--- src/rtl/mul42_pkg.sv ---
package mul42_pkg;
  localparam int unsigned OP_W    = 8;
  localparam int unsigned GRP_H   = 4;  // rows folded by one counter row
  localparam int unsigned PROD_W  = 2 * OP_W;
endpackage

--- src/rtl/fa_cell.sv ---
module fa_cell (
  input  logic a_i,
  input  logic b_i,
  input  logic c_i,
  output logic s_o,
  output logic co_o
);
  assign s_o  = a_i ^ b_i ^ c_i;
  assign co_o = (a_i & b_i) | (a_i & c_i) | (b_i & c_i);
endmodule

--- src/rtl/cnt42_cell.sv ---
module cnt42_cell (
  input  logic [3:0] x_i,
  input  logic       cin_i,
  output logic       sum_o,
  output logic       carry_o,
  output logic       cout_o
);
  logic s_first;

  // first adder: three inputs, sideways carry; cin never reaches cout
  fa_cell i_fa_lo (
    .a_i (x_i[0]),
    .b_i (x_i[1]),
    .c_i (x_i[2]),
    .s_o (s_first),
    .co_o(cout_o)
  );

  fa_cell i_fa_hi (
    .a_i (s_first),
    .b_i (x_i[3]),
    .c_i (cin_i),
    .s_o (sum_o),
    .co_o(carry_o)
  );
endmodule

--- src/rtl/cnt42_row.sv ---
// One row of tiled (4,2) counters. Four aligned W-bit rows in, two out.
// Weight beyond bit W-1 is discarded: the result is exact modulo 2**W.
module cnt42_row #(
  parameter int unsigned W = 12
) (
  input  logic [W-1:0] r0_i,
  input  logic [W-1:0] r1_i,
  input  logic [W-1:0] r2_i,
  input  logic [W-1:0] r3_i,
  output logic [W-1:0] sum_o,
  output logic [W-1:0] carry_o
);
  logic [W:0]   side_c;
  logic [W-1:0] col_carry;

  assign side_c[0] = 1'b0;

  for (genvar j = 0; j < W; j++) begin : g_col
    cnt42_cell i_cell (
      .x_i    ({r3_i[j], r2_i[j], r1_i[j], r0_i[j]}),
      .cin_i  (side_c[j]),
      .sum_o  (sum_o[j]),
      .carry_o(col_carry[j]),
      .cout_o (side_c[j+1])
    );
  end

  assign carry_o = {col_carry[W-2:0], 1'b0};
endmodule

--- src/rtl/pp_gen.sv ---
module pp_gen #(
  parameter int unsigned N = 8
) (
  input  logic [N-1:0]        a_i,
  input  logic [N-1:0]        b_i,
  output logic [N-1:0][N-1:0] pp_o
);
  for (genvar k = 0; k < N; k++) begin : g_row
    assign pp_o[k] = a_i & {N{b_i[k]}};
  end
endmodule

--- src/rtl/prefix_adder.sv ---
// Kogge-Stone carry-propagate adder, result modulo 2**W.
module prefix_adder #(
  parameter int unsigned W = 16
) (
  input  logic [W-1:0] a_i,
  input  logic [W-1:0] b_i,
  output logic [W-1:0] s_o
);
  localparam int unsigned LVL = $clog2(W);

  logic [LVL:0][W-1:0] g;
  logic [LVL:0][W-1:0] p;

  assign g[0] = a_i & b_i;
  assign p[0] = a_i ^ b_i;

  for (genvar l = 0; l < LVL; l++) begin : g_lvl
    localparam int unsigned D = 1 << l;
    for (genvar i = 0; i < W; i++) begin : g_bit
      if (i >= D) begin : g_merge
        assign g[l+1][i] = g[l][i] | (p[l][i] & g[l][i-D]);
        assign p[l+1][i] = p[l][i] & p[l][i-D];
      end else begin : g_pass
        assign g[l+1][i] = g[l][i];
        assign p[l+1][i] = p[l][i];
      end
    end
  end

  assign s_o = p[0] ^ {g[LVL][W-2:0], 1'b0};
endmodule

--- src/rtl/cnt42_mult8.sv ---
module cnt42_mult8
  import mul42_pkg::*;
#(
  parameter int unsigned N = OP_W
) (
  input  logic           clk_i,
  input  logic           rst_ni,
  input  logic [N-1:0]   a_i,
  input  logic [N-1:0]   b_i,
  output logic [2*N-1:0] p_o
);
  localparam int unsigned PW  = 2 * N;
  localparam int unsigned NG  = N / GRP_H;       // first-level rows (two)
  localparam int unsigned W1  = N + GRP_H;       // group sum fits, top column empty

  logic [N-1:0] a_q, b_q;

  always_ff @(posedge clk_i or negedge rst_ni) begin
    if (!rst_ni) begin
      a_q <= '0;
      b_q <= '0;
    end else begin
      a_q <= a_i;
      b_q <= b_i;
    end
  end

  logic [N-1:0][N-1:0] pp;

  pp_gen #(.N(N)) i_pp (
    .a_i (a_q),
    .b_i (b_q),
    .pp_o(pp)
  );

  // level 1: each group of four rows folded in its own column space
  logic [NG-1:0][W1-1:0] l1_sum, l1_carry;

  for (genvar g = 0; g < NG; g++) begin : g_l1
    logic [GRP_H-1:0][W1-1:0] row;
    for (genvar k = 0; k < GRP_H; k++) begin : g_align
      assign row[k] = W1'(pp[g*GRP_H+k]) << k;
    end
    cnt42_row #(.W(W1)) i_row (
      .r0_i   (row[0]),
      .r1_i   (row[1]),
      .r2_i   (row[2]),
      .r3_i   (row[3]),
      .sum_o  (l1_sum[g]),
      .carry_o(l1_carry[g])
    );
  end

  // level 2: four rows from the two groups, realigned to product weight
  logic [PW-1:0] l2_in0, l2_in1, l2_in2, l2_in3;
  logic [PW-1:0] l2_sum, l2_carry;

  assign l2_in0 = PW'(l1_sum[0]);
  assign l2_in1 = PW'(l1_carry[0]);
  assign l2_in2 = PW'(l1_sum[1])   << GRP_H;
  assign l2_in3 = PW'(l1_carry[1]) << GRP_H;

  cnt42_row #(.W(PW)) i_row_l2 (
    .r0_i   (l2_in0),
    .r1_i   (l2_in1),
    .r2_i   (l2_in2),
    .r3_i   (l2_in3),
    .sum_o  (l2_sum),
    .carry_o(l2_carry)
  );

  prefix_adder #(.W(PW)) i_cpa (
    .a_i(l2_sum),
    .b_i(l2_carry),
    .s_o(p_o)
  );
endmodule

--- config.mk ---
export PLATFORM = sky130hd
export DESIGN_NAME = cnt42_mult8
export DESIGN_NICKNAME = d
export VERILOG_FILES = /design/src/rtl/mul42_pkg.sv /design/src/rtl/fa_cell.sv /design/src/rtl/cnt42_cell.sv /design/src/rtl/cnt42_row.sv /design/src/rtl/pp_gen.sv /design/src/rtl/prefix_adder.sv /design/src/rtl/cnt42_mult8.sv
export SDC_FILE = /design/constraint.sdc
export NUM_CORES = 1
export LEC_CHECK = 0
export ABC_CLOCK_PERIOD_IN_PS = 5220
export BUFFER_PORTS_ARGS = -buffer_cell sky130_fd_sc_hd__buf_2
export CORE_MARGIN = 4
export CORE_UTILIZATION = 53
export DETAILED_ROUTE_END_ITERATION = 8
export PLACE_DENSITY = 0.77
export SETUP_SLACK_MARGIN = 0.1
export SLEW_MARGIN = 25
export SYNTH_ARGS = -nofsm -noshare
export SYNTH_HDL_FRONTEND = slang
export SYNTH_SLANG_ARGS = --single-unit
export TNS_END_PERCENT = 10
--- constraint.sdc ---
create_clock -name clk_i -period 5.22 [get_ports clk_i]
set_input_delay 1.305 -clock clk_i [delete_from_list [all_inputs] [get_ports clk_i]]
set_output_delay 1.305 -clock clk_i [all_outputs]
set_load 0.02 [all_outputs]
==> flow_summary.toml, run 1 <==
[status]
status = "finished with violations"
violated_checks = "negative setup slack"

[drt]
avgViaCountPerCell = 5.04
drt_first_pass_iters = 4
detailedRoute.firstIterationViolations = 57
detail_route.wl_per_cell_um = 14.1
route.vias.total = 1794
postRouteAntennaNets = 0
drc = 0
detail_route.wirelength_um = 5020

[yosys]
synth.cell_area_mm2 = 0.00230
syn-instance-count = 235
ys.warnings.count = 0
synth_seq_area_share_pct = 17.4
post_synthesis_area_per_instance_um2 = 9.80
synth_cell_type_count = 24
synth_top_cell_area_share_pct = 33.9
postSynthNetCount = 315
yosysTopAreaCell = "fa_1"
synth-seq-cells = 16
synth_top_cells_by_area = "fa_1 (34%), dfrtp_1 (17%), ha_1 (13%)"

[global_routing]
grt_max_degree = 17
first_global_vias = 1885
antenna_found_initial = 0
global_route.overflow_total = 0
grt_first_pass_wirelength_um = 8050
grt_util_all_layers_pct = 18.8

[power]
cellPowerDensity_mw_per_mm2 = 421
worst_ir_drop_vdd_mv = 0.324
static-leakage-power_nw = 1.57

[sta]
hold_violations = 0
timing.final.crit_share_pct = 106
worst_pin_slew_ns = 0.354
finalSetupViolations = 7
finalWorstPathRequiredPeriod_ns = 5.55
drv_slew = 0
maxClockFrequency_mhz = 180
rsz_0062_raised_after_global_routing = "true"
slew_headroom_pct = 76.1
layout_setup_ws_ns = -0.332

[cts]
clk_pin_slew_worst_paths_ns = 0.06
numClockSinks = 16
clockRootBuffer = "clkbuf_8"
cts.path.max_buffers = 2
cts_tree = "built"
postCtsHoldBufs = 0
cts-buffers-inserted = 3
cts.htree.levels = 1

[floorplan]
placementRows = 23
core-area_mm2 = 0.00409
die_width_um = 73.9
die_height_um = 73.9
effective_utilization_at_floorplan_pct = 56.3
die_footprint_mm2 = 0.00546
io-pin-count = 34

[worst_setup_path]
arrival_ns = 4.25
cp.required_ns = 3.91
path_max_fanout = 5
crit_type = "reg2out"
crit_path_end_kind = "output port"
worstSetupStartpointType = "register"

[placed_design]
gp_congestion = 0.911
post-place-ws_ns = -0.167
number_of_cells_after_detailed_placement = 333
io_buffers = 33
detailedPlacementHpwl_um = 3610

[layout]
finalNonFillerCells = 356
filler_cell_count = 281
drive_gt1_share_pct = 39.5
register_area_um2 = 408
finish.utilization_pct = 75.5
multi_input_gate_area_in_the_final_layout_mm2 = 0.00188
insertedDiodeCount = 0
nNetsFinal = 387
layout_stage_area_growth_over_the_synthesis_result_pct = 34.1

[flow_run]
drv.max_cap_violation_count = 0

[min_path]
hp-class = "in2async"
[where the power goes]
group	internal [mW]	switching (mW)	leakage, nW
Sequential	0.131	0.00916	0.180
Clock	0.0669	0.0408	0.0288
Combinational	0.511	0.541	1.36
[flip-flops by register name, indices dropped and copies added, names as in the netlist]
name and cells:
a_q 8, b_q 8
[area by class of cell]
type,instances,area share (%)
multi-input cells,169,60.8
repair buffers,72,16.7
flip-flops and latches,16,13.2
inverters,45,5.47
well taps,50,2.03
clock buffers,4,1.78
[worst max-delay path: stages, from the launching register on]
cell,delay [ns]
dfrtp_1,0.43
buf_4,0.16
nand2_2,0.05
fa_1,0.53
fa_1,0.45
fa_1,0.51
fa_1,0.55
inv_1,0.06
ha_4,0.23
and2_4,0.14
o21a_1,0.16
a31o_1,0.23
o21a_1,0.21
xor2_2,0.14
buf_6,0.13
[routing by layer]
layer	up-vias	track usage, %	wire length (um)
met5	-	0	0
met4	0	6.04	85
met3	10	2.19	177
met2	36	34.4	2740
met1	902	23.1	2010
li1	846	-	-
[kinds of logic after synthesis]
| logic type | count (synthesis) | share of synthesized area, % |
|---|---|---|
| buffers and inverters | 50 | 8.97 |
| flip-flops | 16 | 17.4 |
| AO/OA/AOI/OAI | 15 | 4.95 |
| XOR/XNOR | 9 | 3.42 |
| adder cells (fa/ha/maj) | 62 | 46.4 |
| AND/OR/NAND/NOR | 83 | 18.9 |
[cell usage after synthesis]
cell type	n
nand2b_1	2
nand2_1	29
o21a_1	3
fa_1	39
xnor2_1	6
dfrtp_1	16
o21ai_0	3
ha_1	23
buf_4	5
nor2b_1	1
a31oi_2	1
o221ai_2	1
a21oi_1	4
nor3_1	1
and2_1	40
nor2_1	4
xor2_1	3
a21o_1	1
a31o_1	1
a211oi_2	1
inv_1	45
nand3_1	1
or3_1	2
and3_1	3
[cells in the final DEF, fill, tap and decap left out, drive strengths merged, types with 2 or more instances in the layout]
cell type / instances
and3: 3
xnor2: 6
clkbuf: 4
inv: 45
or3: 2
nand2b: 2
o21ai: 3
a21oi: 4
fa: 39
xor2: 3
o21a: 3
nand2: 29
ha: 23
dfrtp: 16
and2: 40
buf: 72
nor2: 4
[metrics by stage]
| step | cell area, um^2 | hold WS, ns | setup TNS (ns) | power (mW) |
|---|---|---|---|---|
| floorplan | 2360 | 1.01 | 0 | 0.766 |
| global placement | 2700 | 1.22 | -0.420 | 0.997 |
| detailed placement | 2700 | 1.22 | -0.700 | 1.01 |
| CTS | 3000 | 0.951 | -1.64 | 1.23 |
| global route | 3090 | 0.966 | -2.98 | 1.41 |
| finish | 3090 | 0.943 | -1.93 | 1.30 |
[worst paths after layout]
path / to / start / cells past startpoint
min in group clk_i: b_q[0] / b_i[0] / 1
max: p_o[13] / b_q[5] / 14
max in group asynchronous: b_q[4] / rst_ni / 1
min: a_q[1] / rst_ni / 1
[timing repair]
item                                    4_1_cts  5_1_grt
setup buffers                                16        4
pin swaps                                    38       12
hold endpoints to repair                      0        0
endpoints found under the setup margin        9        8
gates resized for setup                      41       12
No activity file was read; power rests on OpenSTA's default activity.
==> inputs of run 2 (changes only) <==
- GPL_TIMING_DRIVEN: default -> 0
==> run 2 against run 1 <==
Effect of this change:
- the run still ends with negative setup slack left
- wire length shrank 14%
- critical endpoint unchanged
- largest power group unchanged
- setup slack improved by 0.073 ns
- maximum frequency rose by 1.3%
- utilization shrank 3.2 points
- total power down 6.9%
- sequential cell count unchanged
- clock-buffer cell count is the same
==> flow_summary.toml, run 2 (synthesis results as in run 1) <==
[power]
p_switching_uw = 549
finalPower_mw = 1.21
cellPowerDensity_mw_per_mm2 = 410
power_frac_clock_pct = 8.7
p_seq_share_pct = 11.7
p_int_uw = 661
power_frac_comb_pct = 79.6
worst_ir_drop_vdd_mv = 0.343
static-leakage-power_nw = 1.49
netSwitchingFraction_pct = 45.4

[layout]
layout_stage_area_growth_over_the_synthesis_result_pct = 28.4
final_common_cell = "inv_1"
filler_cell_count = 311
nNetsFinal = 373
finish.utilization_pct = 72.3
insertedDiodeCount = 0
finalNonFillerCells = 342
mostFrequentLayoutCells = "inv_1 (39), and2_1 (36), fa_1 (36)"
reg.largest.list = "a_q (8), b_q (8)"
drive_gt1_share_pct = 38.4

[placed_design]
gp_congestion = 0.777
io_buffers = 33
detailedPlacementHpwl_um = 3150
number_of_cells_after_detailed_placement = 318

[worst_setup_path]
crit_type = "reg2out"
arrival_ns = 4.17
cp.required_ns = 3.91
path_max_fanout = 5
crit_path_end_kind = "output port"
worstSetupStartpointType = "register"

[cts]
clockRootBuffer = "clkbuf_8"
cts.path.max_buffers = 2
cts_tree = "built"
clk_pin_slew_worst_paths_ns = 0.06
postCtsHoldBufs = 0
numClockSinks = 16
cts-buffers-inserted = 3
cts.htree.levels = 1

[sta]
drv_slew = 0
rsz_0062_raised_after_global_routing = "true"
maxClockFrequency_mhz = 183
timing.final.crit_share_pct = 105
layout_setup_ws_ns = -0.259
hold_violations = 0
worst_pin_slew_ns = 0.319
finalSetupViolations = 6
finalWorstPathRequiredPeriod_ns = 5.48
slew_headroom_pct = 78.7

[global_routing]
global_route.overflow_total = 0
grt_first_pass_wirelength_um = 7530
grt_max_degree = 17
antenna_found_initial = 0
grt_util_all_layers_pct = 18.0
first_global_vias = 1744

[floorplan]
die_height_um = 73.9
die_width_um = 73.9
placementRows = 23
core-area_mm2 = 0.00409
effective_utilization_at_floorplan_pct = 56.3
io-pin-count = 34
die_footprint_mm2 = 0.00546

[flow_run]
drv.max_cap_violation_count = 0

[drt]
postRouteAntennaNets = 0
detail_route.wl_per_cell_um = 12.6
detail_route.wirelength_um = 4310
drc = 0
avgViaCountPerCell = 4.94
detailedRoute.firstIterationViolations = 70
route.vias.total = 1690
drt_first_pass_iters = 4

[min_path]
hp-class = "in2async"

[status]
violated_checks = "negative setup slack"
status = "finished with violations"
run 2: cell type report:
class	instances	area (um^2)	area share, %
multi-input cells	169	1870	63.3
plain buffers	5	37.5	1.27
inverters	45	169	5.72
flip-flops and latches	16	417	14.1
clock buffers	4	55.1	1.86
well taps	50	62.6	2.12
repair buffers	53	343	11.6
run 2: power groups by stage:
stage          sequential [mW]  combinational (mW)  clock [mW]
3_3_place_gp             0.146               0.796           0
5_1_grt                  0.143                1.07       0.113
4_1_cts                  0.142               0.925       0.106
6_report                 0.142               0.964       0.105
2_1_floorplan            0.140               0.626           0
3_5_place_dp             0.146               0.811           0
run 2: path summary, 6_finish.rpt:
kind | start | end
setup / recovery | b_q[2] | p_o[13]
hold / removal | rst_ni | a_q[0]
min in group clk_i | b_i[3] | b_q[3]
max in group asynchronous | rst_ni | a_q[4]
run 2: metrics by stage:
| step | area (um^2) | worst slack, ns | hold slack (ns) | TNS (ns) |
|---|---|---|---|---|
| floorplan | 2360 | 0.0709 | 1.01 | 0 |
| global placement | 2590 | -0.228 | 1.22 | -0.816 |
| detailed placement | 2590 | -0.263 | 1.22 | -0.969 |
| CTS | 2890 | -0.393 | 0.950 | -1.51 |
| global route | 2960 | -0.432 | 0.965 | -2.37 |
| finish | 2960 | -0.259 | 0.942 | -1.14 |
run 2: metal layers:
layer	global-route usage, %	routed length, um	vias up
met4	6.64	96	0
met5	0	0	-
met3	2.19	96	9
li1	-	-	822
met1	22.2	1780	837
met2	32.3	2340	22
run 2: worst max-delay path, stage by stage, from the launching register on:
cell and delay [ns]:
dfrtp_2 0.43, buf_4 0.15, nand2_1 0.06, fa_1 0.44, fa_1 0.55, inv_1 0.06, fa_1 0.40, inv_1 0.08
fa_1 0.40, inv_2 0.08, ha_4 0.21, nor2b_2 0.15, o21a_1 0.18, a31o_4 0.24, o21a_1 0.20, xor2_2 0.15
buf_6 0.13
run 2: repair_timing:
item                                    CTS  global route
setup buffers                            18             2
hold endpoints to repair                  0             0
endpoints found under the setup margin    8             8
pin swaps                                36            13
resized for setup                        39            13
==> inputs of run 3 (changes only) <==
- CORE_MARGIN: 4 -> default
- CTS_CLUSTER_DIAMETER: default -> 30
==> run 3 against run 2 <==
Effect of this change:
- the run still ends with negative setup slack left
- worst hold slack gained 0.010 ns
- final cell count grew 1.2%
- clock power is essentially flat
- utilization grew 0.52 points
- global-route usage grew 4.7 points
- sequential cell count is the same
==> flow_summary.toml, run 3 (synthesis results as in run 1) <==
[cts]
cts.path.max_buffers = 2
cts.htree.levels = 1
cts_tree = "built"
clockRootBuffer = "clkbuf_8"
numClockSinks = 16
clk_pin_slew_worst_paths_ns = 0.06
cts-buffers-inserted = 3

[sta]
rsz_0062_raised_after_global_routing = "true"
slew_headroom_pct = 77.8
layout_setup_ws_ns = -0.321
timing.final.crit_share_pct = 106
finalWorstPathRequiredPeriod_ns = 5.54
maxClockFrequency_mhz = 180
hold_violations = 0
worst_pin_slew_ns = 0.334
drv_slew = 0
finalSetupViolations = 6

[layout]
insertedDiodeCount = 0
filler_cell_count = 295
mostFrequentLayoutCells = "inv_1 (39), and2_1 (36), fa_1 (36)"
final_common_cell = "inv_1"
finalNonFillerCells = 346
layout_stage_area_growth_over_the_synthesis_result_pct = 29.3
drive_gt1_share_pct = 38.9
reg.largest.list = "a_q (8), b_q (8)"
nNetsFinal = 377

[drt]
detail_route.wirelength_um = 4620
drc = 0
avgViaCountPerCell = 4.99
detailedRoute.firstIterationViolations = 65
drt_first_pass_iters = 4
detail_route.wl_per_cell_um = 13.4
route.vias.total = 1725
postRouteAntennaNets = 0

[worst_setup_path]
worstSetupStartpointType = "register"
crit_path_end_kind = "output port"
arrival_ns = 4.24
crit_type = "reg2out"
cp_num_buf_inv = 4
cp.required_ns = 3.91
cp_common_cell = "fa_1"
crit_family = "adder cells"
crit_path_cell_trace = "buf_6 > buf_6 > nand2_2 > fa_1 > fa_1 > fa_1 > fa_1 > inv_2 > ha_4 > and2_4 > o21a_1 > a31o_4 > o21a_1 > xor2_2 > buf_4"
worst-path-stages = 15
critPathSlowestCell = "fa_1"
cp_slowest_stage_delay_ns = 0.54
path_max_fanout = 6

[power]
worst_ir_drop_vdd_mv = 0.280
static-leakage-power_nw = 1.50
finalPower_mw = 1.20
cellPowerDensity_mw_per_mm2 = 402

[placed_design]
post-place-ws_ns = -0.262
detailedPlacementHpwl_um = 3240
number_of_cells_after_detailed_placement = 318
gp_congestion = 0.775
io_buffers = 33

[global_routing]
antenna_found_initial = 0
grt_max_degree = 17
first_global_vias = 1794
grt_util_all_layers_pct = 22.7
global_route.overflow_total = 0
grt_first_pass_wirelength_um = 7750

[status]
violated_checks = "negative setup slack"
status = "finished with violations"

[floorplan]
io-pin-count = 34
effective_utilization_at_floorplan_pct = 56.3
die_width_um = 67.9
core-area_mm2 = 0.00409
die_footprint_mm2 = 0.00461
placementRows = 23
die_height_um = 67.9

[min_path]
hp-class = "in2async"

[flow_run]
drv.max_cap_violation_count = 0
run 3: cell count changes in the layout (fill, tap and decap cells not counted), sizes merged:
cell  previous run  this run
buf             58        62
run 3: layout make-up:
class / instances / area, um^2 / share of cell area, %
Multi-Input combinational cell: 169 / 1860 / 62.6
Sequential cell: 16 / 417 / 14.0
Timing Repair Buffer: 57 / 373 / 12.5
Inverter: 45 / 169 / 5.67
Tap cell: 50 / 62.6 / 2.10
Clock buffer: 4 / 55.1 / 1.85
Buffer: 5 / 37.5 / 1.26
run 3: path summary, 6_finish.rpt:
check | startpoint | to | slack [ns]
hold / removal | rst_ni | a_q[0] | 0.95
min in group clk_i | a_i[2] | a_q[2] | 1.16
max in group asynchronous | rst_ni | a_q[4] | 4.00
setup / recovery | a_q[3] | p_o[13] | -0.32
run 3: power breakdown:
part	leakage, nW	switching, mW	internal [mW]	total (mW)
Sequential	0.174	0.0102	0.131	0.142
Clock	0.0288	0.0384	0.0668	0.105
Combinational	1.29	0.506	0.444	0.949
Total	1.50	0.554	0.642	1.20
run 3: timing repair:
item / in CTS / in global routing
hold buffers: 0 / 0
pin swaps: 33 / 10
buffers inserted: 24 / 0
resized for setup: 42 / 8
setup endpoints to repair: 8 / 7
run 3: per-stage QoR:
step	area (um^2)	setup TNS, ns	hold WS (ns)	utilization (%)
6_report	2980	-1.48	0.952	72.8
5_1_grt	2980	-2.41	0.976	72.8
4_1_cts	2960	-1.57	0.954	72.4
3_5_place_dp	2590	-0.968	1.22	63.3
3_3_place_gp	2590	-0.771	1.22	63.3
2_1_floorplan	2360	0	1.01	-
run 3: routing by layer:
layer	share of wire, %	up-vias	GRT usage [%]
li1	-	828	-
met1	42	866	29.4
met2	56	27	41.7
met3	1.7	4	2.83
met4	0.45	0	2.60
met5	0	-	0
